### config.mk
export PLATFORM = sky130hd
export DESIGN_NAME = exc_entry_unit
export DESIGN_NICKNAME = d
export VERILOG_FILES = /design/src/rtl/exc_pkg.sv /design/src/rtl/exc_classify.sv /design/src/rtl/exc_vector_sel.sv /design/src/rtl/exc_mmu_capture.sv /design/src/rtl/exc_entry_unit.sv
export SDC_FILE = /design/constraint.sdc
export NUM_CORES = 1
export LEC_CHECK = 0
export ABC_AREA = 1
export BUFFER_PORTS_ARGS = -buffer_cell sky130_fd_sc_hd__buf_4
export CAP_MARGIN = 10
export CORE_MARGIN = 2
export CORE_UTILIZATION = 38
export CTS_BUF_LIST = sky130_fd_sc_hd__clkbuf_4
export DETAILED_ROUTE_END_ITERATION = 12
export PLACE_DENSITY_LB_ADDON = 0.2
export SLEW_MARGIN = 10
export SYNTH_ARGS = -nofsm -noshare
export SYNTH_HDL_FRONTEND = slang
export SYNTH_SLANG_ARGS = --single-unit
### constraint.sdc
create_clock -name clk -period 4.8 [get_ports clk]
set_input_delay 0.96 -clock clk [delete_from_list [all_inputs] [get_ports clk]]
set_output_delay 0.96 -clock clk [all_outputs]
set_load 0.1 [all_outputs]
### src/rtl/exc_pkg.sv
// Shared types for the exception entry unit.
// Assumes a 32-bit address space and an 8-bit address-space ID.
package exc_pkg;

    localparam int XLEN    = 32;
    localparam int ASID_W  = 8;
    localparam int CODE_W  = 5;
    localparam int KIND_W  = 5;
    localparam int PTB_W   = 9;

    localparam logic [XLEN-1:0] BOOT_GEN_BASE = 32'hBFC0_0200;
    localparam logic [XLEN-1:0] BOOT_ERR_PC   = 32'hBFC0_0000;
    localparam logic [XLEN-1:0] BOOT_DBG_PC   = 32'hBFC0_0480;
    localparam logic [XLEN-1:0] OFS_GENERAL   = 32'h0000_0180;
    localparam logic [XLEN-1:0] OFS_IRQ_VEC   = 32'h0000_0200;
    localparam logic [XLEN-1:0] OFS_REFILL    = 32'h0000_0000;
    localparam logic [XLEN-1:0] OFS_CERR_BOOT = 32'h0000_0100;
    localparam logic [XLEN-1:0] OFS_CERR_RUN  = 32'h2000_0100;
    localparam logic [XLEN-1:0] BASE_ALIGN    = 32'hFFFF_FC00;

    typedef enum logic [KIND_W-1:0] {
        K_IRQ       = 5'd0,
        K_TLB_MOD   = 5'd1,
        K_MISS_LD   = 5'd2,
        K_INV_LD    = 5'd3,
        K_MISS_ST   = 5'd4,
        K_INV_ST    = 5'd5,
        K_ADDR_LD   = 5'd6,
        K_ADDR_ST   = 5'd7,
        K_IBUS      = 5'd8,
        K_DBUS      = 5'd9,
        K_SYSCALL   = 5'd10,
        K_BREAK     = 5'd11,
        K_RSVD      = 5'd12,
        K_COP_OFF   = 5'd13,
        K_OVF       = 5'd14,
        K_TRAP      = 5'd15,
        K_FPE       = 5'd16,
        K_CACHE_ERR = 5'd17,
        K_NMI       = 5'd18,
        K_SOFT_RST  = 5'd19,
        K_DEBUG     = 5'd20
    } exc_kind_e;

    // Decoded view of one request kind
    typedef struct packed {
        logic              known;
        logic              general;
        logic              err_lvl;
        logic              debug;
        logic              mmu;
        logic              refill;
        logic              irq;
        logic              cache;
        logic              cop;
        logic [CODE_W-1:0] code;
    } exc_class_t;

endpackage

### src/rtl/exc_classify.sv
// Decodes an exception kind into its entry class and cause code.
// Assumes kind codes above 20 are undefined; they decode with known = 0.
module exc_classify
    import exc_pkg::*;
(
    input  logic              clk,
    input  logic              rst_n,
    input  logic [KIND_W-1:0] kind_i,
    output exc_class_t        cls_o
);

    // Map kind to class flags and cause code
    always_comb begin
        cls_o = '0;
        cls_o.known   = 1'b1;
        cls_o.general = 1'b1;
        case (kind_i)
            K_IRQ:       begin cls_o.code = 5'd0; cls_o.irq = 1'b1; end
            K_TLB_MOD:   begin cls_o.code = 5'd1; cls_o.mmu = 1'b1; end
            K_MISS_LD:   begin cls_o.code = 5'd2; cls_o.mmu = 1'b1; cls_o.refill = 1'b1; end
            K_INV_LD:    begin cls_o.code = 5'd2; cls_o.mmu = 1'b1; end
            K_MISS_ST:   begin cls_o.code = 5'd3; cls_o.mmu = 1'b1; cls_o.refill = 1'b1; end
            K_INV_ST:    begin cls_o.code = 5'd3; cls_o.mmu = 1'b1; end
            K_ADDR_LD:   begin cls_o.code = 5'd4; cls_o.mmu = 1'b1; end
            K_ADDR_ST:   begin cls_o.code = 5'd5; cls_o.mmu = 1'b1; end
            K_IBUS:      cls_o.code = 5'd6;
            K_DBUS:      cls_o.code = 5'd7;
            K_SYSCALL:   cls_o.code = 5'd8;
            K_BREAK:     cls_o.code = 5'd9;
            K_RSVD:      cls_o.code = 5'd10;
            K_COP_OFF:   begin cls_o.code = 5'd11; cls_o.cop = 1'b1; end
            K_OVF:       cls_o.code = 5'd12;
            K_TRAP:      cls_o.code = 5'd13;
            K_FPE:       cls_o.code = 5'd15;
            K_CACHE_ERR: begin cls_o.code = 5'd30; cls_o.cache = 1'b1; end
            K_NMI, K_SOFT_RST: begin
                cls_o.general = 1'b0;
                cls_o.err_lvl = 1'b1;
            end
            K_DEBUG: begin
                cls_o.general = 1'b0;
                cls_o.debug   = 1'b1;
            end
            default: begin
                cls_o.known   = 1'b0;
                cls_o.general = 1'b0;
            end
        endcase
    end


    // A defined kind falls into exactly one entry path.
    class_onehot_chk: assert property (@(posedge clk) disable iff (!rst_n)
        cls_o.known |-> $onehot({cls_o.general, cls_o.err_lvl, cls_o.debug}));

endmodule

### src/rtl/exc_vector_sel.sv
// Computes the handler address for a decoded exception.
// Assumes the base register's low ten bits are ignored.
module exc_vector_sel
    import exc_pkg::*;
(
    input  exc_class_t      cls_i,
    input  logic            bev_i,
    input  logic            exl_i,
    input  logic            iv_i,
    input  logic [XLEN-1:0] ebase_i,
    output logic [XLEN-1:0] vec_pc_o
);

    logic [XLEN-1:0] gen_base;
    logic [XLEN-1:0] gen_ofs;

    // Pick the base for general exceptions
    always_comb begin
        gen_base = bev_i ? BOOT_GEN_BASE : (ebase_i & BASE_ALIGN);
    end

    // Pick the offset by refill, interrupt vector and cache-error cases
    always_comb begin
        if (cls_i.refill && !exl_i)      gen_ofs = OFS_REFILL;
        else if (cls_i.irq && iv_i)      gen_ofs = OFS_IRQ_VEC;
        else if (cls_i.cache)            gen_ofs = bev_i ? OFS_CERR_BOOT : OFS_CERR_RUN;
        else                             gen_ofs = OFS_GENERAL;
    end

    // Final handler address by entry path
    always_comb begin
        if (cls_i.debug)        vec_pc_o = BOOT_DBG_PC;
        else if (cls_i.err_lvl) vec_pc_o = BOOT_ERR_PC;
        else                    vec_pc_o = gen_base + gen_ofs;
    end

endmodule

### src/rtl/exc_mmu_capture.sv
// Holds the fault address, page-table context field and translation tag.
// Assumes 4 KiB page pairs: the tag keeps address bits above bit 12.
module exc_mmu_capture
    import exc_pkg::*;
#(
    parameter int PAIR_SHIFT = 13,
    parameter int CTX_W      = 23
)(
    input  logic              clk,
    input  logic              rst_n,
    input  logic              cap_i,
    input  logic [XLEN-1:0]   vaddr_i,
    input  logic [ASID_W-1:0] asid_i,
    output logic [XLEN-1:0]   badvaddr_o,
    output logic [CTX_W-1:0]  ctx_field_o,
    output logic [XLEN-1:0]   entryhi_o
);

    localparam int VPN2_W   = XLEN - PAIR_SHIFT;
    localparam int CTX_LOW  = CTX_W - VPN2_W;
    localparam int TAG_ZERO = PAIR_SHIFT - ASID_W;

    // Capture the translation registers on an MMU fault
    always_ff @(posedge clk) begin
        if (!rst_n) begin
            badvaddr_o  <= '0;
            ctx_field_o <= '0;
            entryhi_o   <= '0;
        end else if (cap_i) begin
            badvaddr_o  <= vaddr_i;
            ctx_field_o <= {vaddr_i[XLEN-1:PAIR_SHIFT], {CTX_LOW{1'b0}}};
            entryhi_o   <= {vaddr_i[XLEN-1:PAIR_SHIFT], {TAG_ZERO{1'b0}}, asid_i};
        end
    end


    // Without a capture request the fault address holds.
    badvaddr_hold_chk: assert property (@(posedge clk) disable iff (!rst_n)
        !cap_i |=> $stable(badvaddr_o));

endmodule

### src/rtl/exc_entry_unit.sv
// Exception entry and vector unit: on a one-cycle request it updates
// status, cause, return PCs and translation registers, and presents the
// handler PC one cycle later. Assumes requests are not back-pressured.
module exc_entry_unit
    import exc_pkg::*;
(
    input  logic              clk,
    input  logic              rst_n,
    input  logic              req_valid_i,
    input  logic [KIND_W-1:0] req_kind_i,
    input  logic [XLEN-1:0]   req_pc_i,
    input  logic              req_delay_i,
    input  logic [XLEN-1:0]   req_vaddr_i,
    input  logic [1:0]        req_cop_i,
    input  logic              st_bev_i,
    input  logic              st_exl_i,
    input  logic              st_erl_i,
    input  logic              cause_iv_i,
    input  logic [XLEN-1:0]   ebase_i,
    input  logic [ASID_W-1:0] asid_i,
    input  logic [PTB_W-1:0]  ptbase_i,
    output logic [XLEN-1:0]   handler_pc_o,
    output logic              pc_valid_o,
    output logic              debug_mode_o,
    output logic              st_bev_o,
    output logic              st_exl_o,
    output logic              st_erl_o,
    output logic [CODE_W-1:0] exc_code_o,
    output logic              cause_bd_o,
    output logic [1:0]        cause_ce_o,
    output logic [XLEN-1:0]   epc_o,
    output logic [XLEN-1:0]   error_epc_o,
    output logic [XLEN-1:0]   badvaddr_o,
    output logic [XLEN-1:0]   context_o,
    output logic [XLEN-1:0]   entryhi_o
);

    localparam int CTX_W = XLEN - PTB_W;

    exc_class_t      cls;
    logic [XLEN-1:0] vec_pc;
    logic [XLEN-1:0] resume_pc;
    logic [CTX_W-1:0] ctx_field;
    logic            acc;

    exc_classify u_classify (
        .clk    (clk),
        .rst_n  (rst_n),
        .kind_i (req_kind_i),
        .cls_o  (cls)
    );

    exc_vector_sel u_vector (
        .cls_i    (cls),
        .bev_i    (st_bev_i),
        .exl_i    (st_exl_i),
        .iv_i     (cause_iv_i),
        .ebase_i  (ebase_i),
        .vec_pc_o (vec_pc)
    );

    exc_mmu_capture #(
        .PAIR_SHIFT (13),
        .CTX_W      (CTX_W)
    ) u_mmu (
        .clk         (clk),
        .rst_n       (rst_n),
        .cap_i       (acc && cls.mmu),
        .vaddr_i     (req_vaddr_i),
        .asid_i      (asid_i),
        .badvaddr_o  (badvaddr_o),
        .ctx_field_o (ctx_field),
        .entryhi_o   (entryhi_o)
    );

    // Accept only defined kinds; resume PC backs up over a branch
    always_comb begin
        acc       = req_valid_i && cls.known;
        resume_pc = req_delay_i ? (req_pc_i - 32'd4) : req_pc_i;
        context_o = {ptbase_i, ctx_field};
    end

    // Entry state registers, written once per accepted request
    always_ff @(posedge clk) begin
        if (!rst_n) begin
            handler_pc_o <= '0;
            pc_valid_o   <= 1'b0;
            debug_mode_o <= 1'b0;
            st_bev_o     <= 1'b1;
            st_exl_o     <= 1'b0;
            st_erl_o     <= 1'b1;
            exc_code_o   <= '0;
            cause_bd_o   <= 1'b0;
            cause_ce_o   <= '0;
            epc_o        <= '0;
            error_epc_o  <= '0;
        end else begin
            pc_valid_o <= acc;
            if (acc) begin
                handler_pc_o <= vec_pc;
                if (cls.debug) begin
                    debug_mode_o <= 1'b1;
                end
                if (cls.err_lvl) begin
                    st_erl_o    <= 1'b1;
                    st_bev_o    <= 1'b1;
                    st_exl_o    <= st_exl_i;
                    error_epc_o <= resume_pc;
                end
                if (cls.general) begin
                    exc_code_o <= cls.code;
                    st_exl_o   <= 1'b1;
                    st_bev_o   <= st_bev_i;
                    st_erl_o   <= st_erl_i;
                    if (!st_exl_i) begin
                        epc_o      <= resume_pc;
                        cause_bd_o <= req_delay_i;
                    end
                end
                if (cls.cop) begin
                    cause_ce_o <= req_cop_i;
                end
            end
        end
    end


    valid_follows_req_chk: assert property (@(posedge clk) disable iff (!rst_n)
        (req_valid_i && cls.known) |=> pc_valid_o);


    epc_kept_at_exl_chk: assert property (@(posedge clk) disable iff (!rst_n)
        (req_valid_i && cls.general && st_exl_i) |=> ($stable(epc_o) && $stable(cause_bd_o)));


    err_level_entry_chk: assert property (@(posedge clk) disable iff (!rst_n)
        (req_valid_i && cls.err_lvl) |=> (st_erl_o && st_bev_o && handler_pc_o == BOOT_ERR_PC));


    debug_entry_chk: assert property (@(posedge clk) disable iff (!rst_n)
        (req_valid_i && cls.debug) |=> (debug_mode_o && $stable(exc_code_o) && $stable(epc_o)));


    boot_base_chk: assert property (@(posedge clk) disable iff (!rst_n)
        (req_valid_i && cls.general && !cls.cache && st_bev_i) |=> (handler_pc_o[31:12] == 20'hBFC00));

endmodule

# Word-level counts from Yosys, hierarchy flattened
# Index checks and enable logic that the tools add are counted.
dict set report totals {
  regBits 187
  latchBits 0
  mem_bits_rw 0
  rom_bits 0
  in_bits 128
  out_inout_bits 205
  wordCells 80
  memories 0
}
dict set report op_classes {
  n_addsub 2
  mul 0
  n_div 0
  magnitude_cmp 0
  n_eq_ne 20
  n_shift 0
  muxes 23
  n_bitwise 1
  n_reduce_logical 20
}
# cell n
set ops {}
lappend ops {{2-to-1 mux 32 bit} 7}
lappend ops {{one-hot mux 5 bit (15 select lines)} 1}
lappend ops {{== test 5 x 4 -> 1 bit (second input constant)} 8}
lappend ops {{adder 32 bit} 1}
lappend ops {{subtractor 32 x 3 -> 32 bit (second input constant)} 1}
lappend ops {{2-to-1 mux 30 bit} 1}
lappend ops {{== test 5 bit (second input constant)} 5}
lappend ops {{OR reduction 21 bit} 1}
lappend ops {{== test 5 x 3 -> 1 bit (second input constant)} 4}
lappend ops {{OR reduction 18 bit} 1}
lappend ops {{2-to-1 mux 1 bit} 14}
lappend ops {{== test 5 x 2 -> 1 bit (second input constant)} 2}
lappend ops {{AND reduction 2 bit} 5}
lappend ops {{OR reduction 2 bit} 4}
lappend ops {{OR reduction 7 bit} 1}
lappend ops {{== test 5 x 1 -> 1 bit (second input constant)} 1}
lappend ops {{logical NOT 5 bit} 1}
lappend ops {{logical AND 1 bit} 4}
lappend ops {{AND reduction 3 bit} 1}
lappend ops {{nonzero test 2 bit} 1}
lappend ops {{logical NOT 1 bit} 1}
lappend ops {{inverter 1 bit} 1}

# Logic depth before layout (Yosys ltp)
dict set report depth {
  depth_word 8
  depth_mapped 16
  ltp_nobuf 16
}

# Cells and area by module
# Synthesis repeated with hierarchy kept, for this count alone.
dict set report hier_totals {
  hier_cells 1271
  area_unflattened_um2 8294.2
}
# module instances cells_per_inst area_each_um2 seq_area_each_um2
set modules_own_cells {}
lappend modules_own_cells {exc_entry_unit 1 713 4993.5 2182.1}
lappend modules_own_cells {exc_mmu_capture 1 301 2014.4 800.8}
lappend modules_own_cells {exc_vector_sel 1 187 947.2 0.0}
lappend modules_own_cells {exc_classify 1 70 339.1 0.0}

# Worst setup path after synthesis
# No wires, ideal clock.
dict set report synth_timing {
  path_kind {input to register}
  startpoint {input req_kind_i[0]}
  endpoint {register handler_pc_o[24]}
  arrival_time_ns 2.668
  setup_slack_ns 2.013
  cell_stages 14
  path_cell_list {buf_2 -> inv_1 -> nand3_1 -> nor2_1 -> ha_1 -> nand3_1 -> nor2_1 -> inv_1 -> nor2_1 -> inv_1 -> nor3_1 -> nand3_1 -> a21oi_1 -> nor2_1}
}
dict set report synth_via {
  elab_chain_len 8
  word_cells_on_any_way 39
}
# element line_no
set synth_lines {}
lappend synth_lines {{from (decl)} exc_entry_unit.sv:10} ;# input logic [KIND_W-1:0] req_kind_i,
lappend synth_lines {{== test 5 bit (tied with other cells)} exc_classify.sv:17} ;# case (kind_i)
lappend synth_lines {{2-to-1 mux 1 bit or OR reduction 2 bit (tied branches)} -}
lappend synth_lines {{2-to-1 mux 32 bit (tied with other cells)} exc_vector_sel.sv:26} ;# else if (cls_i.cache) gen_ofs = bev_i ? OFS_CERR_BOOT : OFS_CERR_RUN;
lappend synth_lines {{2-to-1 mux 32 bit or logical AND 1 bit (tied branches)} {exc_vector_sel.sv:25, exc_vector_sel.sv:24}}
lappend synth_lines {{2-to-1 mux 32 bit} exc_vector_sel.sv:24} ;# if (cls_i.refill && !exl_i) gen_ofs = OFS_REFILL;
lappend synth_lines {{adder 32 bit} exc_vector_sel.sv:34} ;# else vec_pc_o = gen_base + gen_ofs;
lappend synth_lines {{2-to-1 mux 32 bit} exc_vector_sel.sv:33} ;# else if (cls_i.err_lvl) vec_pc_o = BOOT_ERR_PC;
lappend synth_lines {{2-to-1 mux 32 bit} exc_vector_sel.sv:32} ;# if (cls_i.debug) vec_pc_o = BOOT_DBG_PC;
lappend synth_lines {{to (signal assigned)} exc_entry_unit.sv:100} ;# handler_pc_o <= vec_pc;
lappend synth_lines {{to (decl)} exc_entry_unit.sv:22} ;# output logic [XLEN-1:0] handler_pc_o,
# Several ways; a longest one is shown, not always the timed one.
# A chain may end at the register's enable or synchronous reset.

# Final worst setup path
dict set report layout_timing {
  startpoint {input req_kind_i[3]}
  endpoint {register handler_pc_o[24]}
}
# The elaborated chain is that of the path after synthesis.

==> reports/metrics.yaml <==
holdPathEnd: "error_epc_o[5]"
cts-root-buf: "clkbuf_4"
path_buf_inv: 3
cp_slowest_stage_delay_ns: 0.31
dp_hpwl_um: 18550
max_slew_margin: 0.3700
status: "finished clean"
synthCells: 1363
cts_buffers: 17
r2r_start: "u_mmu.badvaddr_o[20]"
place.gp.congestion: 0.8716
post_drt_wl_per_cell_um: 13.26
layout_commonest_cell: "nand2_1"
area_growth_pct: 26.93
port_buffers: 288
path_clk_slew_ns: 0.15
power_mw: 3.146
synthFlopType: "dfxtp_1"
finalHoldViolCount: 0
postCtsSetupBuffers: 0
path_delay_family: "simple AND/OR/NAND/NOR gates"
grt_first_pass_wirelength_um: 38410
grt_max_degree: 72
route.vias.total: 8415
tns_ns: 0
stdcell_count: 1869
ir_drop_mv: 0.1458
use_met2: 0.3622
crit_slowest_cell: "nor2_1"
cp.arrival_ns: 3.33
timing.fmax_ghz: 0.3508
power_density_nw_per_um2: 301.0
rsz0062_at_grt: "false"
post-route-util: 0.4941
crit_path_end_kind: "register"
core_um2: 21150
start_util: 0.3892
r2r_slack_ns: 4.06
slew_viol_final: 0
crit_chain: "buf_4 > nor2_2 > nand3_1 > nor2_1 > ha_1 > nand3_1 > nor2_1 > inv_1 > nor2_1 > inv_1 > nor3_1 > nand3_1 > a21oi_1 > nor2_1"
syn_avg_cell_area_um2: 6.041
dp_slack_ns: 1.407
gr-total-overflow: 0
worstMarginPinSlew_ns: 0.9440
cp_common_cell: "nor2_1"
rows: 53
r2r_end: "u_mmu.badvaddr_o[20]"
yosysSeqAreaShare: 0.3452
multiInputGateArea_um2: 3839
critical_path_class: "input pin to register"
min_path_type: "register to register"
ant_nets: 0
fin_hold_ws_ns: 0.4746
startpoint_type: "input pin"
synth_seq_cells: 142
final_cell_mix: "nand2_1 (379), buf_4 (293), inv_1 (242), nor2_1 (234), dfxtp_1 (142)"
drc: 0
die-height_um: 151.2
cts.sinks: 142
setup_viol: 0
cts_resized: 0
syn_area_um2: 8234
final_area_um2: 10450
fillers: 2304
critPathRequiredTime_ns: 5.28
grt_pass1_vias: 7597
synthArstFlopShare: 0
period_minus_slack_ns: 2.851
drtPass1Iterations: 5
grt_most_used_layer: "met2"
final-seq-area_um2: 2843
synth-edff-count: 0
dp_cells: 1836
boundaryPins: 333
leakagePower_nw: 5.532
cp-startpoint: "req_kind_i[3]"
antenna_found_initial: 1
maxCapViolations: 0
clockBufferDepth: 2
nets: 1711
wirelength_um: 24770
via_per_inst: 4.502
hold_depth: 2
clock_latency_ns: 0.54
ff2ff_path_depth: 4
cts_tree: "built"
layout-drive-gt1-share: 0.2153
drt_iter0_markers: 326
die_w_um: 151.2
finalClockSkew_ns: 0
placed_cell_area_um2: 10170
post-route-period-util: 0.5939
grtUsageMet1: 0.2591
ys_warn_count: 0
met3_usage: 0.07229
grt_usage: 0.2143
hold_start: "error_epc_o[5]"
cp_max_fo: 7
cts_max_level: 4
die-area_um2: 22860
layout_setup_ws_ns: 1.949
synth_cell_type_count: 34
holdBufCountCts: 0
==> cell type report <==
| class | instances | share of cell area |
|---|---|---|
| multi-input cells | 878 | 0.3673 |
| flip-flops and latches | 142 | 0.2720 |
| repair buffers | 294 | 0.2124 |
| inverters | 247 | 0.08871 |
| well taps | 275 | 0.03292 |
| clock inverters | 14 | 0.01353 |
| clock buffers | 18 | 0.01293 |
| diodes | 1 | 0.0002394 |
==> cell families after synthesis <==
kind of cell / Yosys count / share of synthesized area
AND/OR/NAND/NOR: 760 / 0.3797
buffers and inverters: 358 / 0.1954
flip-flops: 142 / 0.3452
AO/OA/AOI/OAI: 75 / 0.04908
XOR/XNOR: 24 / 0.02553
adder cells (fa/ha/maj): 3 / 0.004559
other: 1 / 0.0004554
==> worst register-to-register path, cell delays in order, from the launching register on <==
cell,delay (ns)
dfxtp_1,0.46
inv_1,0.06
nand2_1,0.06
inv_1,0.04
nor2_1,0.08
==> metal layers <==
metal / up-vias / share of wire
met3: 34 / 0.088
met4: 0 / 0.020
met5: - / 0
met1: 3687 / 0.43
li1: 4432 / -
met2: 262 / 0.46
==> worst max-delay path by stage <==
stage | endpoint | cells past startpoint
after floorplan | handler_pc_o[24] | 14
after global placement | epc_o[11] | 14
after detailed placement | handler_pc_o[24] | 14
after CTS | handler_pc_o[24] | 14
after global routing | handler_pc_o[24] | 14
final | handler_pc_o[24] | 14
==> registers in the layout, indices dropped and copies added (netlist names), 2 cells and up <==
register,count
exc_code_o,5
epc_o,32
u_mmu.badvaddr_o,32
cause_ce_o,2
u_mmu.entryhi_o,8
error_epc_o,32
handler_pc_o,25
==> cell usage after synthesis, types with 5 or more instances <==
cell / instances / area share
nor2_1: 234 / 0.11
o21ai_0: 21 / 0.013
buf_1: 5 / 0.0023
buf_4: 63 / 0.057
nand3_1: 91 / 0.055
nand4_1: 14 / 0.011
dfxtp_1: 142 / 0.35
xor2_1: 21 / 0.022
buf_2: 23 / 0.014
inv_1: 242 / 0.11
clkbuf_1: 20 / 0.0091
nor3_1: 18 / 0.011
nand2_1: 379 / 0.17
a21oi_1: 47 / 0.029
==> where the power goes <==
group          total [mW]  internal, mW  switching (mW)  leakage [nW]
Clock               0.799         0.315           0.484         0.148
Sequential           1.27          1.23          0.0325          1.15
Combinational        1.08         0.240           0.842          4.23
Power figures use the tool's default switching activity.
